[src/rtl/mf_aux_pkg.sv]
package mf_aux_pkg;
  localparam int unsigned N_SRC  = 4;
  localparam int unsigned CODE_W = 4;
  localparam int unsigned DATA_W = 8;
  localparam int unsigned ADDR_W = 2;

  localparam logic [ADDR_W-1:0] A_STAT = 2'd0;
  localparam logic [ADDR_W-1:0] A_MASK = 2'd1;
  localparam logic [ADDR_W-1:0] A_RXC  = 2'd2;
  localparam logic [ADDR_W-1:0] A_TXC  = 2'd3;

  localparam int unsigned S_LOSS = 0;
  localparam int unsigned S_IND  = 1;
  localparam int unsigned S_CHG  = 2;
  localparam int unsigned S_WRT  = 3;
endpackage

[src/rtl/mf_rx_tracker.sv]
module mf_rx_tracker #(
  parameter int unsigned CODE_W = 4
) (
  input  logic              clk_i,
  input  logic              rst_ni,
  input  logic              mf_end_i,
  input  logic [CODE_W-1:0] rx_code_i,
  output logic [CODE_W-1:0] code_o,
  output logic              chg_o
);
  logic [CODE_W-1:0] hold_q;

  assign chg_o  = mf_end_i && (rx_code_i != hold_q);
  assign code_o = hold_q;

  always_ff @(posedge clk_i or negedge rst_ni) begin
    if (!rst_ni)    hold_q <= '0;
    else if (chg_o) hold_q <= rx_code_i;
  end


  rx_hold_stable_chk: assert property (@(posedge clk_i) disable iff (!rst_ni)
    !mf_end_i |=> $stable(hold_q));

  rx_capture_chk: assert property (@(posedge clk_i) disable iff (!rst_ni)
    mf_end_i |=> hold_q == $past(rx_code_i));
endmodule

[src/rtl/mf_tx_buffer.sv]
module mf_tx_buffer #(
  parameter int unsigned CODE_W = 4
) (
  input  logic              clk_i,
  input  logic              rst_ni,
  input  logic              mf_start_i,
  input  logic              wr_i,
  input  logic [CODE_W-1:0] wdata_i,
  output logic [CODE_W-1:0] hold_o,
  output logic [CODE_W-1:0] tx_code_o
);
  logic [CODE_W-1:0] hold_q, shift_q;

  always_ff @(posedge clk_i or negedge rst_ni) begin
    if (!rst_ni) begin
      hold_q  <= '0;
      shift_q <= '0;
    end else begin
      if (wr_i)       hold_q  <= wdata_i;
      if (mf_start_i) shift_q <= hold_q;
    end
  end

  assign hold_o    = hold_q;
  assign tx_code_o = shift_q;


  tx_steady_chk: assert property (@(posedge clk_i) disable iff (!rst_ni)
    !mf_start_i |=> $stable(shift_q));

  tx_load_chk: assert property (@(posedge clk_i) disable iff (!rst_ni)
    mf_start_i |=> shift_q == $past(hold_q));
endmodule

[src/rtl/mf_irq_ctrl.sv]
module mf_irq_ctrl #(
  parameter int unsigned N_SRC  = 4,
  parameter int unsigned DATA_W = 8
) (
  input  logic              clk_i,
  input  logic              rst_ni,
  input  logic [N_SRC-1:0]  set_i,
  input  logic [N_SRC-1:0]  clr_i,
  input  logic              mask_we_i,
  input  logic [DATA_W-1:0] mask_wdata_i,
  output logic [N_SRC-1:0]  stat_o,
  output logic [DATA_W-1:0] mask_o,
  output logic              irq_o
);
  logic [N_SRC-1:0]  stat_q;
  logic [DATA_W-1:0] mask_q;

  always_ff @(posedge clk_i or negedge rst_ni) begin
    if (!rst_ni)        mask_q <= '1;
    else if (mask_we_i) mask_q <= mask_wdata_i;
  end

  for (genvar k = 0; k < N_SRC; k++) begin : g_src
    // set has priority so a colliding event is not lost
    always_ff @(posedge clk_i or negedge rst_ni) begin
      if (!rst_ni)       stat_q[k] <= 1'b0;
      else if (set_i[k]) stat_q[k] <= 1'b1;
      else if (clr_i[k]) stat_q[k] <= 1'b0;
    end


    set_wins_chk: assert property (@(posedge clk_i) disable iff (!rst_ni)
      set_i[k] |=> stat_q[k]);

    stat_keep_chk: assert property (@(posedge clk_i) disable iff (!rst_ni)
      (stat_q[k] && !clr_i[k]) |=> stat_q[k]);
  end

  assign stat_o = stat_q;
  assign mask_o = mask_q;
  assign irq_o  = |(stat_q & ~mask_q[N_SRC-1:0]);
endmodule

[src/rtl/mf_aux_irq.sv]
module mf_aux_irq
  import mf_aux_pkg::*;
(
  input  logic              clk_i,
  input  logic              rst_ni,
  input  logic              mf_start_i,
  input  logic              mf_end_i,
  input  logic [CODE_W-1:0] rx_code_i,
  output logic [CODE_W-1:0] tx_code_o,
  input  logic              loss_evt_i,
  input  logic              ind_evt_i,
  input  logic              req_i,
  input  logic              we_i,
  input  logic [ADDR_W-1:0] addr_i,
  input  logic [DATA_W-1:0] wdata_i,
  output logic [DATA_W-1:0] rdata_o,
  output logic              irq_o
);
  logic              rd, wr;
  logic              chg;
  logic [CODE_W-1:0] rx_code, tx_hold;
  logic [N_SRC-1:0]  set_v, clr_v, stat;
  logic [DATA_W-1:0] mask;

  assign rd = req_i && !we_i;
  assign wr = req_i &&  we_i;

  mf_rx_tracker #(.CODE_W(CODE_W)) u_rx (
    .clk_i, .rst_ni, .mf_end_i, .rx_code_i,
    .code_o(rx_code), .chg_o(chg)
  );

  mf_tx_buffer #(.CODE_W(CODE_W)) u_tx (
    .clk_i, .rst_ni, .mf_start_i,
    .wr_i(wr && addr_i == A_TXC), .wdata_i(wdata_i[CODE_W-1:0]),
    .hold_o(tx_hold), .tx_code_o
  );

  always_comb begin
    set_v = '0;
    set_v[S_LOSS] = loss_evt_i;
    set_v[S_IND]  = ind_evt_i;
    set_v[S_CHG]  = chg;
    set_v[S_WRT]  = mf_start_i;
    clr_v = '0;
    clr_v[S_LOSS] = rd && addr_i == A_STAT;
    clr_v[S_IND]  = rd && addr_i == A_STAT;
    clr_v[S_CHG]  = rd && addr_i == A_RXC;
    clr_v[S_WRT]  = wr && addr_i == A_TXC;
  end

  mf_irq_ctrl #(.N_SRC(N_SRC), .DATA_W(DATA_W)) u_irq (
    .clk_i, .rst_ni, .set_i(set_v), .clr_i(clr_v),
    .mask_we_i(wr && addr_i == A_MASK), .mask_wdata_i(wdata_i),
    .stat_o(stat), .mask_o(mask), .irq_o
  );

  always_comb begin
    unique case (addr_i)
      A_STAT:  rdata_o = {{(DATA_W-N_SRC){1'b0}}, stat};
      A_MASK:  rdata_o = mask;
      A_RXC:   rdata_o = {{(DATA_W-CODE_W){1'b0}}, rx_code};
      default: rdata_o = {{(DATA_W-CODE_W){1'b0}}, tx_hold};
    endcase
  end


  wrt_on_start_chk: assert property (@(posedge clk_i) disable iff (!rst_ni)
    mf_start_i |=> stat[S_WRT]);

  chg_clr_chk: assert property (@(posedge clk_i) disable iff (!rst_ni)
    (rd && addr_i == A_RXC && !mf_end_i) |=> !stat[S_CHG]);

  stat_read_keep_chk: assert property (@(posedge clk_i) disable iff (!rst_ni)
    (rd && addr_i == A_STAT && stat[S_CHG]) |=> stat[S_CHG]);
endmodule

[config.mk]
export PLATFORM = sky130hd
export DESIGN_NAME = mf_aux_irq
export DESIGN_NICKNAME = d
export VERILOG_FILES = /design/src/rtl/mf_aux_pkg.sv /design/src/rtl/mf_rx_tracker.sv /design/src/rtl/mf_tx_buffer.sv /design/src/rtl/mf_irq_ctrl.sv /design/src/rtl/mf_aux_irq.sv
export SDC_FILE = /design/constraint.sdc
export NUM_CORES = 1
export LEC_CHECK = 0
export BUFFER_PORTS_ARGS = -buffer_cell sky130_fd_sc_hd__buf_2
export CAP_MARGIN = 15
export CELL_PAD_IN_SITES_DETAIL_PLACEMENT = 1
export CELL_PAD_IN_SITES_GLOBAL_PLACEMENT = 1
export CORE_MARGIN = 8
export CORE_UTILIZATION = 37
export CTS_CLUSTER_DIAMETER = 200
export DETAILED_ROUTE_END_ITERATION = 16
export PLACE_DENSITY = 0.71
export SLEW_MARGIN = 25
export SYNTH_ARGS = -nofsm -noshare
export SYNTH_HDL_FRONTEND = slang
export SYNTH_HIERARCHICAL = 1
export SYNTH_SLANG_ARGS = --single-unit
[constraint.sdc]
create_clock -name clk_i -period 1.4 [get_ports clk_i]
set_clock_uncertainty 0.15 [all_clocks]
set_input_delay 0.14 -clock clk_i [delete_from_list [all_inputs] [get_ports clk_i]]
set_output_delay 0.14 -clock clk_i [all_outputs]
set_load 0.005 [all_outputs]
==> run metrics, run 1 <==
RSZ-0062 raised after global routing yes; slowest cell delay on critical path 0.48 ns; CTS tree yes; PnR worst setup slack -0.2578 ns; slowest cell on the critical path mux4_2; Cell Area, Synth 0.001196 mm2; average wire per standard cell around 17 um; CTS Buffer Depth 2; Die H 72.86 um; Post-synth EDFFs 0; Gate power share 28.1%; post-route ant nets 0; Worst setup SP type flip-flop; # IOs 35; share of cells above drive strength 1 62.41%; worst path buffer plus inverter count 1; GRT Total Usage 12.89%; Yosys top cell by area dfrtp_1; relative slew slack between 60 and 70%; # diodes 0; WP data arrival 1.37 ns; TritonCTS buffer count 3; initial DRC count 13; pwr/cell area 1044 mW/mm2; Leak 0.7925 nW; Synth Flop Type dfrtp_1; Seq/Total Area, Yosys roughly half; cell count after synthesis 76; # fillers about 330; DP HPWL 2312 um; area share of the largest cell type after synthesis ~33%; vias about 900; final core occ a little under three fifths; achievable frequency 603.2 MHz; Die Span X 72.86 um; CP Cell Sequence mux4_2 -> buf_2; Synthesis Warnings 6; CTS Sinks 24; Residual DRC 0; standard-cell rows 20; initial antenna violation count 0; worst-path fanout max 3; grt ovf 0; Area Growth Syn to Fin 44.67%; Yosys cell types 21; core area 0.003053 mm2; fin crit share 118.4%; final setup vio count 10; Internal Power 1.347 mW; Psw between 0.4 and 0.5 mW; status finished with violations; initial core utilization 39.18%; Clock Latency Late Sink 0.31 ns; most frequent cells after synthesis 16 x dfrtp_1, 8 x dfstp_2, 8 x mux2_2, 8 x mux2_4; Nets around 160; Area contributors post-synth dfrtp_1 33%, dfstp_2 18%, mux2_4 10%, mux2_2 7.5%, mux4_1 6.6%; Die ar. 0.005308 mm2; Synthesized Nets 98; Final min period 1.658 ns; Max Slew Vio Count 0; vias in the first global route 1,067; routed vias/inst 4.757; crit end category output port; WHS 0.03439 ns; Placer Congestion 0.7764; drt pass-1 iters 4; cell with the most instances after synthesis dfrtp_1; syn_area_per_cell 15.74 um2; largest net degree at the start of global routing 25; failing checks negative setup slack; Yosys reg bits 24; sw frac 25.43%; CTS HTree Levels 1; Synth async-reset ratio 100.0%; final hold violation count 0; critical path required time around 1.1 ns; worst min-delay path class input pin to flip-flop; root buf cell clkbuf_4; CP top delay family multiplexers; Clk pwr share 20.6%; first-pass GRT wire length 5326 um; critical path class flip-flop to output port; Max-Cap Viols 0; pre-CTS setup slack -0.01577 ns; IO buf count 34; Sequential Power Share 51.3%; total power 1.807 mW; setup tns final -1.303 ns; DRT Wirelength approximately 3100 um; Worst VDD drop 0.4388 mV; Clk pin slew, worst setup/hold paths between 0.1 and 0.15 ns; Least-Margin Pin Slew 0.5407 ns
[cell families (layout without fill, tap and decap cells)]
| group | after synthesis | after routing | share of synthesized area, % |
|---|---|---|---|
| AOI/OAI and AO/OA | 6 | 6 | 4.184 |
| xor gates and xnor gates | 4 | 4 | 2.929 |
| buffers and inverters | 7 | 72 | 3.556 |
| DFF | 24 | 24 | 51.05 |
| muxes | 24 | 24 | 29.81 |
| and+or+nand+nor | 11 | 11 | 8.473 |
[per-stage QoR]
stage,cell area [um2],instances
after floorplan,1196,76
after global placement,1431,156
after detailed placement,1431,156
after CTS,1698,184
after global routing,1730,185
final,1730,185
[worst reg2reg max path, delay by kind of cell (launching register included)]
| kind | cells | cell delay, ns |
|---|---|---|
| AOI/OAI and AO/OA | 2 | 0.59 |
| DFF | 1 | 0.42 |
| xor gates and xnor gates | 1 | 0.14 |
| buffers and inverters | 1 | 0.13 |
[flip-flops by register name, summed over array words and instances (netlist names)]
register and cells:
u_rx/code_o 4, u_tx/hold_o 4, u_tx/tx_code_o 4, u_irq/stat_o 4, u_irq/mask_o 8
[power groups by stage]
stage / sequential, mW / combinational (mW) / clock (mW)
after floorplan: 0.922 / 0.235 / 0
after global placement: 0.944 / 0.382 / 0
after detailed placement: 0.950 / 0.394 / 0
after CTS: 0.931 / 0.497 / 0.380
after global routing: 0.943 / 0.557 / 0.413
final: 0.927 / 0.508 / 0.372
[layout make-up]
| cell class | instances | area [um2] | share of cell area (%) |
|---|---|---|---|
| inverters | 4 | 15.01 | 0.8677 |
| well taps | 44 | 55.05 | 3.181 |
| flip-flops and latches | 24 | 610.6 | 35.29 |
| multi-input cells | 45 | 546.8 | 31.60 |
| repair buffers | 64 | 466.7 | 26.97 |
| clock buffers | 4 | 36.28 | 2.097 |
[cell usage in the layout, fill, tap and decap left out]
cell	n
a21o_1	3
and3b_2	4
and4_2	1
and4b_2	1
and4bb_2	1
buf_2	30
buf_4	12
buf_6	5
clkbuf_4	3
clkbuf_8	1
dfrtp_1	16
dfstp_2	8
dlygate4sd3_1	17
inv_1	4
mux2_1	4
mux2_2	8
mux2_4	8
mux4_2	4
nand2b_1	2
nand2b_4	1
nor4b_1	1
o2111ai_1	1
o21bai_1	1
o41a_1	1
xor2_1	3
xor2_2	1
[per-layer routing]
layer / part of all wire [%] / global-route usage (%) / up-vias
met2: 54 / 23.06 / 26
met5: 0 / 0 / -
li1: - / - / 407
met3: 5.6 / 3.434 / 4
met4: 0.99 / 4.444 / 0
met1: 40 / 14.23 / 443
[repair_timing]
action                                  CTS  global route
pin swaps                                 2             0
hold buffers                             17             0
buffers inserted                          7             1
resized for setup                         6             4
endpoints found under the hold margin    39             0
endpoints found under the setup margin   10            10
[path summary, 6_finish.rpt]
kind,startpoint,end,slack [ns],depth (start not counted)
max reg2reg,u_rx/code_o[0]$_DFFE_PN0P_,u_irq/stat_o[2]$_DFFE_PN0P_,-0.12,4
min in group asynchronous,rst_ni,u_rx/code_o[0]$_DFFE_PN0P_,0.18,2
max in group asynchronous,rst_ni,u_irq/mask_o[2]$_DFFE_PN1P_,0.56,2
min reg2reg,u_tx/tx_code_o[3]$_DFFE_PN0P_,u_tx/tx_code_o[3]$_DFFE_PN0P_,0.37,1
min,we_i,u_irq/stat_o[1]$_DFFE_PN0P_,0.03,4
max,u_tx/hold_o[3]$_DFFE_PN0P_,rdata_o[3],-0.26,2
No activity file was read; power rests on OpenSTA's default activity.
==> run 2, diff against run 1 <==
REMOVE_ABC_BUFFERS = 1   (was unset)
TNS_END_PERCENT = 50   (was unset)
==> run metrics, run 2 (synthesized netlist as in run 1, its figures left out) <==
status finished with violations; failing checks negative setup slack; Die Span X 72.86 um (unchanged); initial DRC count 26 (+13); Worst setup SP type flip-flop; placed cell areas 0.001436 mm2 (+0.35%); CTS tree yes; Clock Latency Late Sink 0.31 ns (about the same); vias 871 (-1.0%); final setup vio count 10 (unchanged); Final min period 1.633 ns (-0.02461 ns); PnR worst setup slack -0.2332 ns (+0.02461 ns); DP HPWL 2136 um (-7.6%); TritonCTS buffer count 3 (unchanged); root buf cell clkbuf_4; routed vias/inst 4.658 (-2.1%); average wire per standard cell 16.33 um (-3.4%); Max-Cap Viols 0 (unchanged); worst path buffer plus inverter count 1 (unchanged); drt pass-1 iters 3 (-1); first-pass GRT wire length 5119 um (-3.9%); pwr/cell area 1037 mW/mm2 (-0.71%); max reg flops 8 (unchanged); share of cells above drive strength 1 63.64% (+1.2 points); slowest cell on the critical path mux4_2; Least-Margin Pin Slew 0.5562 ns (+0.01543 ns); WP data arrival 1.34 ns (-0.03 ns); # IOs 35 (unchanged); CTS Buffer Depth 2 (unchanged); crit end category output port; Worst VDD drop 0.6588 mV (+50%); worst-path fanout max 2 (-1); Residual DRC 0 (unchanged); grt ovf 0 (unchanged); vias in the first global route 999 (-6.4%); largest net degree at the start of global routing 25 (unchanged); standard-cell rows 20 (unchanged); worst min-delay path class input pin to flip-flop; final hold violation count 0 (unchanged); fin crit share 116.7% (-1.8 points); initial core utilization 39.18% (unchanged); CP Cell Sequence mux4_2 -> buf_2; Area Growth Syn to Fin 46.65%; relative slew slack 62.92% (-1.0 points); initial antenna violation count 0 (unchanged); critical path class flip-flop to output port; achievable frequency 612.3 MHz (+1.5%); CTS Sinks 24 (unchanged); RSZ-0062 raised after global routing yes; # diodes 0 (unchanged); GRT Total Usage 12.38% (-0.51 points); CP top delay family multiplexers; final instance area 0.001754 mm2 (+1.4%); setup tns final -1.254 ns (+0.04962 ns); core area 0.003053 mm2 (unchanged); Leak 0.8063 nW (+1.8%); Clk pin slew, worst setup/hold paths 0.13 ns (about the same); Die H 72.86 um (unchanged); IO buf count 34 (unchanged); pre-CTS setup slack 0.01825 ns (+0.03402 ns); Max Slew Vio Count 0 (unchanged); CTS HTree Levels 1 (unchanged); Die ar. 0.005308 mm2 (unchanged); critical path required time 1.11 ns (about the same); commonest non-fill, non-tap cells in the layout 31 x buf_2, 17 x dlygate4sd3_1, 16 x dfrtp_1; Nets 166 (+1.2%); slowest cell delay on critical path 0.47 ns (about the same); total power 1.819 mW (+0.66%); commonest non-fill, non-tap cell in the layout buf_2; DRT Wirelength 3053 um (-2.4%); post-route ant nets 0 (unchanged); Placer Congestion 0.7693 (-0.91%)
run 2: changes by cell type in the layout (fill, tap and decap cells not counted), sizes merged:
| cell | delta |
|---|---|
| buf | +2 |
run 2: report_power, final:
group | total (mW) | switching, mW | leakage, nW | internal (mW)
combinational | 0.531 | 0.179 | 0.522 | 0.352
sequential | 0.922 | 0.0688 | 0.263 | 0.853
clock | 0.366 | 0.207 | 0.0210 | 0.159
total | 1.82 | 0.455 | 0.806 | 1.36
run 2: layout make-up:
class / count / area [um2]
Fill cell: 320 / 1299
Sequential cell: 24 / 610.6
Multi-Input combinational cell: 45 / 553.0
Timing Repair Buffer: 66 / 484.2
Tap cell: 44 / 55.05
Clock buffer: 4 / 36.28
Inverter: 4 / 15.01
run 2: path summary, 6_finish.rpt:
check                                           endpoint  slack (ns)  cells past startpoint                     startpoint
setup / recovery                              rdata_o[2]       -0.23                      2     u_tx/hold_o[2]$_DFFE_PN0P_
hold / removal               u_irq/stat_o[1]$_DFFE_PN0P_        0.02                      4                           we_i
setup reg to reg             u_irq/stat_o[2]$_DFFE_PN0P_       -0.12                      5     u_rx/code_o[2]$_DFFE_PN0P_
hold reg to reg            u_tx/tx_code_o[0]$_DFFE_PN0P_        0.37                      1  u_tx/tx_code_o[0]$_DFFE_PN0P_
max in group asynchronous    u_irq/mask_o[3]$_DFFE_PN1P_        0.54                      2                         rst_ni
min in group asynchronous     u_rx/code_o[1]$_DFFE_PN0P_        0.18                      2                         rst_ni
run 2: worst register-to-register path, stage by stage (launching register included):
cell     delay [ns]
dfrtp_1        0.41
buf_4          0.13
buf_4          0.12
xor2_1         0.15
o41a_1         0.30
a21o_1         0.15
run 2: routing by layer:
| layer | up-vias | routed length [um] | global-route usage (%) |
|---|---|---|---|
| met2 | 27 | 1586 | 21.67 |
| met3 | 2 | 199 | 5.220 |
| li1 | 413 | - | - |
| met5 | - | 0 | 0 |
| met1 | 429 | 1256 | 13.75 |
| met4 | 0 | 10 | 2.000 |
run 2: timing repair:
action,in CTS,in global routing
hold endpoints to repair,43,0
endpoints found under the setup margin,9,10
hold buffers,17,0
resized for setup,6,3
setup buffers,11,0
pin swaps,1,0
run 2: through the flow:
step	hold WS (ns)	std cells	util (%)
6_report	0.02317	187	57.46
5_1_grt	0.02367	187	57.46
4_1_cts	0.02154	187	56.84
3_5_place_dp	0.003531	155	47.05
3_3_place_gp	-0.002434	155	47.05
2_1_floorplan	-0.3056	73	-
